$ cat src/rtl/dds_pkg.sv
package dds_pkg;
  typedef enum logic [1:0] {
    SHAPE_SINE   = 2'd0,
    SHAPE_RAMP   = 2'd1,
    SHAPE_SQUARE = 2'd2,
    SHAPE_RSVD   = 2'd3
  } shape_e;

  function automatic shape_e shape_decode(input logic msb_en, input logic ramp);
    case ({msb_en, ramp})
      2'b00:   return SHAPE_SINE;
      2'b01:   return SHAPE_RAMP;
      2'b10:   return SHAPE_SQUARE;
      default: return SHAPE_RSVD;
    endcase
  endfunction
endpackage

$ cat src/rtl/dds_phase_acc.sv
module dds_phase_acc #(
  parameter int PW = 28
) (
  input  logic          clk,
  input  logic          rst_n,
  input  logic          clr,
  input  logic          hold,
  input  logic [PW-1:0] ftw,
  output logic [PW-1:0] acc,
  output logic          acc_v,
  output logic          step
);
  assign step = !clr && !hold;

  always_ff @(posedge clk or negedge rst_n) begin
    if (!rst_n) begin
      acc   <= '0;
      acc_v <= 1'b0;
    end else if (clr) begin
      acc   <= '0;
      acc_v <= 1'b0;
    end else if (!hold) begin
      acc   <= acc + ftw;
      acc_v <= 1'b1;
    end
  end
endmodule

$ cat src/rtl/dds_phase_pipe.sv
module dds_phase_pipe #(
  parameter int PW    = 28,
  parameter int OFS_W = 12,
  parameter int DEPTH = 6
) (
  input  logic             clk,
  input  logic             rst_n,
  input  logic             clr,
  input  logic             hold,
  input  logic [PW-1:0]    acc,
  input  logic             acc_v,
  input  logic [OFS_W-1:0] ofs,
  output logic [PW-1:0]    ph,
  output logic             ph_v
);
  localparam int PAD = PW - OFS_W;

  logic [PW-1:0]    ph_in [DEPTH];
  logic [PW-1:0]    ph_q  [DEPTH];
  logic [DEPTH-1:0] v_in;
  logic [DEPTH-1:0] v_q;

  for (genvar g = 0; g < DEPTH; g++) begin : g_stage
    if (g == 0) begin : g_head
      assign ph_in[g] = acc + {ofs, {PAD{1'b0}}};
      assign v_in[g]  = acc_v;
    end else begin : g_body
      assign ph_in[g] = ph_q[g-1];
      assign v_in[g]  = v_q[g-1];
    end

    always_ff @(posedge clk or negedge rst_n) begin
      if (!rst_n) begin
        ph_q[g] <= '0;
        v_q[g]  <= 1'b0;
      end else if (clr) begin
        v_q[g]  <= 1'b0;
      end else if (!hold) begin
        ph_q[g] <= ph_in[g];
        v_q[g]  <= v_in[g];
      end
    end
  end

  assign ph   = ph_q[DEPTH-1];
  assign ph_v = v_q[DEPTH-1];
endmodule

$ cat src/rtl/dds_shaper.sv
module dds_shaper
  import dds_pkg::*;
#(
  parameter int PW     = 28,
  parameter int OW     = 10,
  parameter int SIN_AW = 8
) (
  input  logic          clk,
  input  logic          rst_n,
  input  logic          clr,
  input  logic          hold,
  input  logic [PW-1:0] ph,
  input  logic          ph_v,
  input  logic          msb_en,
  input  logic          ramp,
  input  logic          div2,
  output logic [OW-1:0] dac_q,
  output logic          sq_q,
  output logic          out_v,
  output logic          rsv_q
);
  localparam int      QN  = 1 << SIN_AW;
  localparam int      AW  = OW - 1;
  localparam longint  AMP = (longint'(1) << AW) - 1;
  localparam logic [OW-1:0] MID = OW'(1) << AW;

  // Integer rational sine approximation, evaluated only with constant arguments
  function automatic logic [AW-1:0] amp_of(input int i);
    longint k, p, num, den;
    k   = 2 * longint'(i) + 1;
    p   = 4 * longint'(QN);
    num = AMP * 16 * k * (p - k);
    den = 5 * p * p - 4 * k * (p - k);
    return AW'((num + den / 2) / den);
  endfunction

  function automatic logic [OW-1:0] ramp_of(input logic [OW:0] t);
    return t[OW] ? ~t[OW-1:0] : t[OW-1:0];
  endfunction

  logic [AW-1:0] qtab [QN];
  for (genvar i = 0; i < QN; i++) begin : g_qtab
    assign qtab[i] = amp_of(i);
  end

  logic [1:0]        quad;
  logic [SIN_AW-1:0] idx;
  logic [SIN_AW-1:0] midx;
  logic [AW-1:0]     amp;
  logic [OW-1:0]     sine_w;
  logic [OW-1:0]     ramp_w;
  logic              msb_w;
  logic              rise_w;
  logic              half_q;
  logic              half_n;
  logic              msb_q;
  shape_e            sel;

  assign quad   = ph[PW-1 -: 2];
  assign idx    = ph[PW-3 -: SIN_AW];
  assign midx   = quad[0] ? ~idx : idx;
  assign amp    = qtab[midx];
  assign sine_w = quad[1] ? (MID - 1'b1 - OW'(amp)) : (MID + OW'(amp));
  assign ramp_w = ramp_of(ph[PW-1 -: OW+1]);
  assign msb_w  = ph[PW-1];
  assign rise_w = ph_v && msb_w && !msb_q;
  assign half_n = half_q ^ rise_w;
  assign sel    = shape_decode(msb_en, ramp);

  always_ff @(posedge clk or negedge rst_n) begin
    if (!rst_n) begin
      dac_q  <= MID;
      sq_q   <= 1'b0;
      out_v  <= 1'b0;
      msb_q  <= 1'b0;
      half_q <= 1'b0;
    end else if (clr) begin
      dac_q  <= MID;
      sq_q   <= 1'b0;
      out_v  <= 1'b0;
      msb_q  <= 1'b0;
      half_q <= 1'b0;
    end else if (!hold) begin
      out_v  <= ph_v;
      msb_q  <= ph_v && msb_w;
      half_q <= half_n;
      if (!ph_v) begin
        dac_q <= MID;
        sq_q  <= 1'b0;
      end else begin
        case (sel)
          SHAPE_SINE: begin
            dac_q <= sine_w;
            sq_q  <= 1'b0;
          end
          SHAPE_RAMP: begin
            dac_q <= ramp_w;
            sq_q  <= 1'b0;
          end
          SHAPE_SQUARE: begin
            dac_q <= sine_w;
            sq_q  <= div2 ? msb_w : half_n;
          end
          default: begin
            dac_q <= MID;
            sq_q  <= 1'b0;
          end
        endcase
      end
    end
  end

  always_ff @(posedge clk or negedge rst_n) begin
    if (!rst_n) rsv_q <= 1'b0;
    else        rsv_q <= (sel == SHAPE_RSVD);
  end
endmodule

$ cat src/rtl/dds_core.sv
module dds_core #(
  parameter int PW      = 28,
  parameter int OW      = 10,
  parameter int OFS_W   = 12,
  parameter int SIN_AW  = 8,
  parameter int LATENCY = 8
) (
  input  logic             clk,
  input  logic             rst_n,
  input  logic             core_reset,
  input  logic             freeze,
  input  logic             dac_pd,
  input  logic             msb_out_en,
  input  logic             tri_mode,
  input  logic             div2,
  input  logic [PW-1:0]    ftw,
  input  logic [OFS_W-1:0] phase_ofs,
  output logic [OW-1:0]    dac_word,
  output logic             sq_out,
  output logic             rsv_flag
);
  localparam int PIPE_DEPTH = LATENCY - 2;

  logic [PW-1:0] acc_val;
  logic          acc_v;
  logic          acc_adv;
  logic [PW-1:0] pipe_ph;
  logic          pipe_v;
  logic [OW-1:0] shp_dac;
  logic          shp_sq;
  logic          shp_valid;

  dds_phase_acc #(.PW(PW)) u_acc (
    .clk   (clk),
    .rst_n (rst_n),
    .clr   (core_reset),
    .hold  (freeze),
    .ftw   (ftw),
    .acc   (acc_val),
    .acc_v (acc_v),
    .step  (acc_adv)
  );

  dds_phase_pipe #(.PW(PW), .OFS_W(OFS_W), .DEPTH(PIPE_DEPTH)) u_pipe (
    .clk   (clk),
    .rst_n (rst_n),
    .clr   (core_reset),
    .hold  (freeze),
    .acc   (acc_val),
    .acc_v (acc_v),
    .ofs   (phase_ofs),
    .ph    (pipe_ph),
    .ph_v  (pipe_v)
  );

  dds_shaper #(.PW(PW), .OW(OW), .SIN_AW(SIN_AW)) u_shape (
    .clk    (clk),
    .rst_n  (rst_n),
    .clr    (core_reset),
    .hold   (freeze),
    .ph     (pipe_ph),
    .ph_v   (pipe_v),
    .msb_en (msb_out_en),
    .ramp   (tri_mode),
    .div2   (div2),
    .dac_q  (shp_dac),
    .sq_q   (shp_sq),
    .out_v  (shp_valid),
    .rsv_q  (rsv_flag)
  );

  assign dac_word = dac_pd ? '0 : shp_dac;
  assign sq_out   = shp_sq;
endmodule

$ cat config.mk
export PLATFORM = sky130hd
export DESIGN_NAME = dds_core
export DESIGN_NICKNAME = d
export VERILOG_FILES = /design/src/rtl/dds_pkg.sv /design/src/rtl/dds_phase_acc.sv /design/src/rtl/dds_phase_pipe.sv /design/src/rtl/dds_shaper.sv /design/src/rtl/dds_core.sv
export SDC_FILE = /design/constraint.sdc
export NUM_CORES = 1
export LEC_CHECK = 0
export BUFFER_PORTS_ARGS = -buffer_cell sky130_fd_sc_hd__buf_2
export CAP_MARGIN = 30
export CORE_ASPECT_RATIO = 1.2
export CORE_MARGIN = 3
export CORE_UTILIZATION = 64
export CTS_BUF_LIST = sky130_fd_sc_hd__clkbuf_2
export CTS_CLUSTER_SIZE = 25
export DETAILED_ROUTE_END_ITERATION = 10
export PLACE_DENSITY = 0.93
export SETUP_SLACK_MARGIN = 0.1
export SYNTH_ARGS = -nofsm -noshare
export SYNTH_HDL_FRONTEND = slang
export SYNTH_SLANG_ARGS = --single-unit
$ cat constraint.sdc
create_clock -name clk -period 4.6 [get_ports clk]
set_input_delay 0.23 -clock clk [delete_from_list [all_inputs] [get_ports clk]]
set_output_delay 0.23 -clock clk [all_outputs]
set_load 0.005 [all_outputs]
# After elaboration in Yosys (flattened, before gate mapping)
# Memories as Yosys holds them, arrays and structs flattened.
# Index checks and enable logic that the tools add are counted.
# classes
n_bitwise	6
n_eq_ne	6
n_addsub	4
magnitude_cmp	1
mux	36
reduce_logical	7
# ops
op	n
10-bit 2-to-1 mux	6
28-bit adder	2
28-bit 2-to-1 mux	2
1-bit 2-to-1 mux	23
10-bit one-hot mux with 2 select lines	1
9-bit 2-to-1 mux	2
10-bit by 9-bit adder with 10-bit output, first input constant	1
10-bit NOT	1
9-bit by 9-bit subtractor with 10-bit output, first input constant	1
9-bit >= comparator, second input constant	1
8-bit NOT with 9-bit output	1
8-bit 2-to-1 mux	1
8-bit NOT	1
2-bit == test, second input constant	3
2-bit one-hot mux with 3 select lines	1
2-bit by 1-bit == test with 1-bit output, second input constant	2
2-bit logical NOT	2
1-bit logical AND	2
2-bit != test, second input constant	1
1-bit NOT	2
2-bit AND reduction	1
2-bit OR reduction	1
1-bit logical NOT	1
1-bit bitwise XOR	1
# word_totals
mem_count	1
register_bits	217
elab_cells	80
mem_bits_ro	2304
# memory_table
memory	words	word_bits	rd	rd_clocked_by_memory_dff	wr	line	source
(name not given)	256	9	1	0	0	dds_shaper.sv:62	assign amp = qtab[midx];

# Longest topological paths before layout
# Gate-level depths: netlist (run 1).
# depth
word_depth	12
depth_mapped	14

# Cells and area by module
# A second synthesis (run 1) with hierarchy kept.
# unflattened
cells_unflattened	1775
area_unflattened_um2	14597.8
# by_module_without_submodules
module	area_each_um2	cells_each	seq_area_each_um2	instances
dds_phase_pipe	7103.1	782	4354.2	1
dds_shaper	4653.2	657	376.6	1
dds_phase_acc	2778.9	326	725.7	1
dds_core	62.6	10	0.0	1

# Least setup slack after synthesis (run 1)
# Ideal clock, no wire load.
# synth_path
path_type	reg-to-reg
startpoint	reg u_pipe.ph_q (netlist bit u_pipe.ph[26])
endpoint	reg u_shape.dac_q[3]
stages_incl_launch_ff	13
setup_ps	126
arrival_time_ps	3194
path_buffers	3
slack_ps	1280
cell_sequence	dfrtp_1 > buf_4 > buf_2 > xnor2_1 > ha_1 > clkbuf_1 > nor3_1 > or4b_1 > a32o_1 > a32o_1 > a31oi_1 > nor3_1 > a221o_1
# synth_between
elab_chain_len	11
elab_cells_between_ends	12
classes_between	add/sub: 2; mux: 8; bitwise: 1; memory: 1
# synth_rtl
element	line	source
start, declared	dds_phase_pipe.sv:19	logic [PW-1:0] ph_q [DEPTH];
start signal, assigned by index	dds_phase_pipe.sv:39	ph_q[g] <= ph_in[g];
8-bit 2-to-1 mux (*)	dds_shaper.sv:61	assign midx = quad[0] ? ~idx : idx;
8-bit NOT with 9-bit output (implied by the code) (*)	dds_shaper.sv:62	
memory read 256 x 9 bit (*)	-	
9-bit 2-to-1 mux (implied by the code) (*) (2 in series)	dds_shaper.sv:62	
10-bit by 9-bit adder with 10-bit output / 9-bit by 9-bit subtractor with 10-bit output (equally long branches)	dds_shaper.sv:63	assign sine_w = quad[1] ? (MID - 1'b1 - OW'(amp)) : (MID + OW'(amp));
10-bit 2-to-1 mux (*)	dds_shaper.sv:63	
10-bit one-hot mux with 2 select lines (*)	dds_shaper.sv:91	case (sel)
10-bit 2-to-1 mux (*)	dds_shaper.sv:87	if (!ph_v) begin
10-bit 2-to-1 mux (*)	dds_shaper.sv:83	end else if (!hold) begin
10-bit 2-to-1 mux (*)	dds_shaper.sv:77	end else if (clr) begin
end signal, assigned	dds_shaper.sv:93	dac_q <= sine_w;
end signal, assigned	dds_shaper.sv:97	dac_q <= ramp_w;
end signal, assigned	dds_shaper.sv:101	dac_q <= sine_w;
end, declared	dds_shaper.sv:17	output logic [OW-1:0] dac_q,
# Every way passes the cells marked *; elsewhere a longest branch is shown, timed or not. The select of a mux whose other input is x is not followed.
# A chain may end at the register's enable or synchronous reset.

# Worst setup path after layout (run 1)
# Same ends and word-level chain as after synthesis.

==> results of run 1 <==
==> worst min-delay path: cells and delay by family <==
family	cells	cell delay, ps
buffers and inverters	1	80
AND/OR/NAND/NOR	3	240
adder cells (fa/ha/maj)	1	170
==> registers in the layout, indices dropped and copies added, names as in the netlist <==
register / flops
u_shape.dac_q: 10
u_shape.sq_q: 1
u_pipe.ph_in: 55
u_acc.acc_v: 1
u_shape.half_q: 1
u_pipe.ph: 11
u_shape.rsv_q: 1
u_pipe.ph_v: 1
u_pipe.v_in: 5
u_shape.msb_q: 1
u_acc.acc: 28
==> cell type report <==
class                   instances  area, sq um  share of cell area
clock inverters                15          174              0.0173
diodes                          1         2.50            0.000249
clock buffers                  17         85.1             0.00848
inverters                      28          105              0.0105
well taps                     171          214              0.0213
repair buffers                101          648              0.0646
flip-flops and latches        115         2880               0.287
multi-input cells             954         5930               0.591
==> path summary, 6_finish.rpt <==
path                                          startpoint                       endpoint
setup / recovery               u_pipe.ph[26]$_DFFE_PN0P_   u_shape.dac_q[3]$_DFFE_PN0P_
hold / removal                              phase_ofs[9]  u_pipe.ph_in[138]$_DFFE_PN0P_
setup reg to reg               u_pipe.ph[26]$_DFFE_PN0P_   u_shape.dac_q[3]$_DFFE_PN0P_
hold reg to reg            u_pipe.ph_in[131]$_DFFE_PN0P_  u_pipe.ph_in[103]$_DFFE_PN0P_
max in group asynchronous                          rst_n   u_pipe.ph_in[82]$_DFFE_PN0P_
min in group asynchronous                          rst_n     u_shape.half_q$_DFFE_PN0P_
==> stage by stage <==
stage / instance area [sq um] / hold slack, ps
finish: 10000 / 53.8
global route: 10000 / 46.9
CTS: 10000 / 3.64
detailed placement: 9630 / 425
global placement: 9630 / 417
floorplan: 9210 / -65.6
==> cells in the mapped netlist (25+ instances only) <==
| master | instances |
|---|---|
| clkbuf_1 | 47 |
| nand3_1 | 25 |
| dfrtp_1 | 114 |
| a211oi_1 | 25 |
| o21ai_0 | 81 |
| ha_1 | 45 |
| nor3_1 | 31 |
| nor2_1 | 76 |
| a21oi_1 | 62 |
| nor2b_1 | 31 |
| nand2_1 | 253 |
==> layer usage <==
layer  track usage  wire [um]  vias to the layer above
met2         0.653      14800                      569
met5             0          0                        -
met1         0.454      11100                     4446
met4         0.222       2040                        0
li1              -          -                     4332
met3        0.0655       2150                      163
==> logic make-up after synthesis <==
family / after synthesis
buffers and inverters: 111
adders and majority gates: 47
AOI/OAI and AO/OA: 343
muxes: 23
xor gates and xnor gates: 48
DFF: 115
and+or+nand+nor: 493
==> power by group <==
group | internal (mW) | switching, mW | leakage, nW
registers | 1.18 | 0.173 | 1.51
logic | 1.17 | 2.02 | 2.93
clock network | 0.265 | 0.459 | 0.149
==> what timing repair did <==
action | in CTS | in global routing
endpoints found under the setup margin | 0 | 0
endpoints found under the hold margin | 98 | 0
setup buffers | 0 | 0
hold buffers | 14 | 0
==> impl_metrics.toml, run 1 <==
[synthesis]
ys_seq_area_frac = 0.313
synth-adder-area-share = 0.0655
synthArstFlopShare = 1.00
ys_types = 78
synth_top_family_by_area = "compound AO/OA/AOI/OAI gates"
synth_mux_area_frac = 0.0296
yosys.area.top_type = "dfrtp_1"
synthesis.nets = 1275
synth_compound_area_frac = 0.252
syn_area_sq_um = 9210
synth_top_area_frac = 0.310
synth-simple-area-share = 0.242
synthTopCellsByArea = "dfrtp_1 31%, nand2_1 10%, ha_1 6.1%"
synth_warnings = 0
synth_flop_cell = "dfrtp_1"
postSynthAreaPerCell_sq_um = 7.80
synthXorXnorAreaFrac = 0.0493
syn_inst = 1180
synth_seq_cells = 115
synth_edf_count = 0

[detailed_routing]
wl_um = 30100
via_count = 9510
wl_per_cell_um = 21.5
post-route-drc-count = 0
dr.pass1.iters = 7
routed_via_density = 6.78
final_antenna_net_count = 0
drt-initial-drc-count = 1077

[cells_and_area]
layout-drive-gt1-share = 0.119
final_nets = 1312
layout.cells.most_common = "nand2_1"
final_cells = 1402
fillers = 984
area_growth_pct = 8.97
final_cell_mix = "253 x nand2_1, 113 x dfrtp_1, 81 x o21ai_0, 74 x nor2_1, 62 x a21oi_1"
finish.utilization = 0.720

[clocking]
cts_root_buf = "clkbuf_2"
htreeDepth = 4
path_clk_slew_ps = 210
cts_tree = "built"
cts_sinks = 115
cts_resized = 0
ctsLongestPathBuffers = 2
cts_buffers = 17
clk_latency_ps = 710

[timing]
finalCritPeriodShare = 0.774
skew_ps = 35.1
worst_pin_slew_ps = 961
fmax_ghz = 0.281
fin_tns_setup_ps = 0
timing.final.crit_period_ps = 3560
rsz0062_at_grt = "no"
setup_viol = 0
setup_slack_ps = 1040
slew_violations = 0
finalHoldViolations = 0
max_slew_margin = 0.360

[floorplan]
dieArea_sq_um = 15900
core_region_area_sq_um = 13900
core.rowCount = 47
ios = 60
dieHeight_um = 137
die_w_um = 116
initial_core_util = 0.661

[place]
io_buffer_count = 59
place.gp.congestion = 0.997
place_inst = 1355
dp_hpwl_um = 20700
pre_cts_slack_ps = 1130

[hold_path]
holdPathStages = 5
hp-class = "input pin to flop"

[setup_path]
path_cells = "xnor2_1 -> ha_1 -> nor3b_1 -> o21ai_0 -> o211ai_1 -> nor2_1 -> o41ai_1 -> o31ai_1 -> a221o_1"
rrSetupSlack_ps = 1040
crit_arrival_ps = 4160
start_kind = "flop"
path_delay_family = "compound AO/OA/AOI/OAI gates"
critPathBufInv = 0
required_ps = 5200
crit_fanout = 17
r2r_cells = 9
worst_path_max_delay_cell = "ha_1"
cp.depth = 9
critical-path-max-stage-delay_ps = 750
cp-end-kind = "flop"
setup.worst_path.class = "flop to flop"

[global_route]
grt_max_degree = 75
track_usage = 0.384
grt_overflow = 0
grt_pass1_vias = 9070
grt_first_pass_wirelength_um = 47500
antenna_found_initial = 1

[run_status]
status = "finished clean"

[pwr]
power_mw = 5.27
vdd_drop_max_uv = 289
p_per_area_nw_per_um2 = 525
p_leak_nw = 4.59

[run]
maxCapViolCount = 0
No activity file was read; power rests on OpenSTA's default activity.
==> run 2, diff against run 1 <==
clock period = 3.4 ns   (was 4.6 ns; I/O delays follow)
==> run 2 against run 1 <==
Against the previous run:
- non-clock buffer count grew 53
- worst hold slack lost 34 ps
- wire length grew 9.2%
- global-route usage grew 3.6 points
- critical path type unchanged
- final cell count grew 3.9%
- via count grew 7.1%
- design area grew 4.8%
- worst setup slack lost 1000 ps
- count of clock-buffer cells in the layout is the same
==> impl_metrics.toml, run 2 (synthesis results as in run 1) <==
[run_status]
status = "finished clean"

[global_route]
grt_pass1_vias = 9693
antenna_found_initial = 1
grt_overflow = 0
grt_first_pass_wirelength_um = 51500
track_usage = 0.420
grt_max_degree = 75

[detailed_routing]
routed_via_density = 7.00
wl_um = 32900
final_antenna_net_count = 0
drt-initial-drc-count = 1457
post-route-drc-count = 0
via_count = 10189
wl_per_cell_um = 22.6
dr.pass1.iters = 8

[floorplan]
dieArea_sq_um = 15900
core_region_area_sq_um = 13900
dieHeight_um = 137
core.rowCount = 47
ios = 60
initial_core_util = 0.661
die_w_um = 116

[clocking]
cts_root_buf = "clkbuf_2"
ctsLongestPathBuffers = 2
cts_sinks = 115
postCtsSetupBuffers = 0
htreeDepth = 4
cts_buffers = 17
cts_tree = "built"
clk_latency_ps = 760
path_clk_slew_ps = 230

[timing]
worst_pin_slew_ps = 931
slew_violations = 0
fmax_ghz = 0.298
fin_tns_setup_ps = 0
finalCritPeriodShare = 0.988
timing.final.crit_period_ps = 3360
skew_ps = 65.5
max_slew_margin = 0.379
rsz0062_at_grt = "no"
setup_viol = 0
finalHoldViolations = 0
whs_ps = 19.8

[place]
place_inst = 1388
io_buffer_count = 59
place.gp.congestion = 1.08
dp_hpwl_um = 21200

[pwr]
p_per_area_nw_per_um2 = 717
vdd_drop_max_uv = 407
p_leak_nw = 4.84

[hold_path]
hp-class = "input pin to flop"

[cells_and_area]
final_cells = 1456
largest_reg_flops = 55
final_cell_mix = "253 x nand2_1, 113 x dfrtp_1, 81 x o21ai_0, 74 x nor2_1, 62 x a21oi_1"
fillers = 911
layout.cells.most_common = "nand2_1"
area_growth_pct = 14.2
final_nets = 1365
layout-drive-gt1-share = 0.143

[setup_path]
setup.worst_path.class = "flop to flop"
cp_common_cell = "o21ai_0"
start_kind = "flop"
cp-end-kind = "flop"
crit_arrival_ps = 4010
worst_path_max_delay_cell = "a2111oi_1"
critical-path-max-stage-delay_ps = 550
crit_fanout = 4
critPathBufInv = 0
path_cells = "ha_1 -> o21ai_0 -> o21ai_0 -> nand3_1 -> a21boi_0 -> o21ai_0 -> a2111oi_1 -> o21ai_0 -> a32o_1"
required_ps = 4050
path_delay_family = "compound AO/OA/AOI/OAI gates"

[run]
maxCapViolCount = 0
-- run 2: tightest hold or removal path, stage by stage --
cell and delay, ps:
buf_2 80, ha_1 260, a32oi_1 130, nand3_1 80
-- run 2: final timing paths --
path	slack, ps	depth (start not counted)	start	end
worst max-delay path	40	9	u_acc.acc[2]$_DFFE_PN0P_	u_acc.acc[21]$_DFFE_PN0P_
worst min-delay path	20	4	ftw[9]	u_acc.acc[10]$_DFFE_PN0P_
worst max register to register	40	9	u_acc.acc[2]$_DFFE_PN0P_	u_acc.acc[21]$_DFFE_PN0P_
worst min register to register	470	2	u_pipe.ph_in[18]$_DFFE_PN0P_	u_pipe.ph[18]$_DFFE_PN0P_
max in group asynchronous	2400	3	rst_n	u_shape.dac_q[9]$_DFFE_PN1P_
min in group asynchronous	60	2	rst_n	u_shape.dac_q[1]$_DFFE_PN0P_
-- run 2: report_power, final --
part	switching [mW]	internal, mW	total, mW	leakage (nW)
Combinational	2.94	1.87	4.81	3.19
Sequential	0.230	1.60	1.83	1.51
Clock	0.669	0.230	0.900	0.136
Total	3.84	3.70	7.55	4.84
-- run 2: routing by layer --
layer	GRT usage	vias to the layer above	wire, um
met4	0.266	0	2510
met2	0.696	846	15800
li1	-	4443	-
met5	0	-	0
met3	0.0830	247	3140
met1	0.496	4653	11500
-- run 2: per-stage QoR --
step / power [mW] / utilization / worst slack [ps] / area, sq um
3_3_place_gp: 6.30 / 0.711 / 360 / 9910
2_1_floorplan: 4.76 / - / 230 / 9220
6_report: 7.55 / 0.755 / 40.8 / 10500
4_1_cts: 7.24 / 0.751 / 205 / 10500
3_5_place_dp: 6.30 / 0.711 / 265 / 9910
5_1_grt: 7.94 / 0.755 / 26.1 / 10500
-- run 2: cell type report --
type,count,area [sq um],area share
clock inverter,15,138,0.0131
multi-input combinational,954,5960,0.566
clock buffer,17,85.1,0.00809
timing repair buffer,154,1130,0.108
sequential,115,2880,0.274
antenna,2,5.00,0.000476
tap,171,214,0.0203
inverter,28,105,0.00999
-- run 2: timing repair --
| item | CTS | global route |
|---|---|---|
| hold endpoints to repair | 115 | 0 |
| endpoints found under the setup margin | 0 | 10 |
| hold buffers | 34 | 0 |
| resized for setup | 0 | 9 |
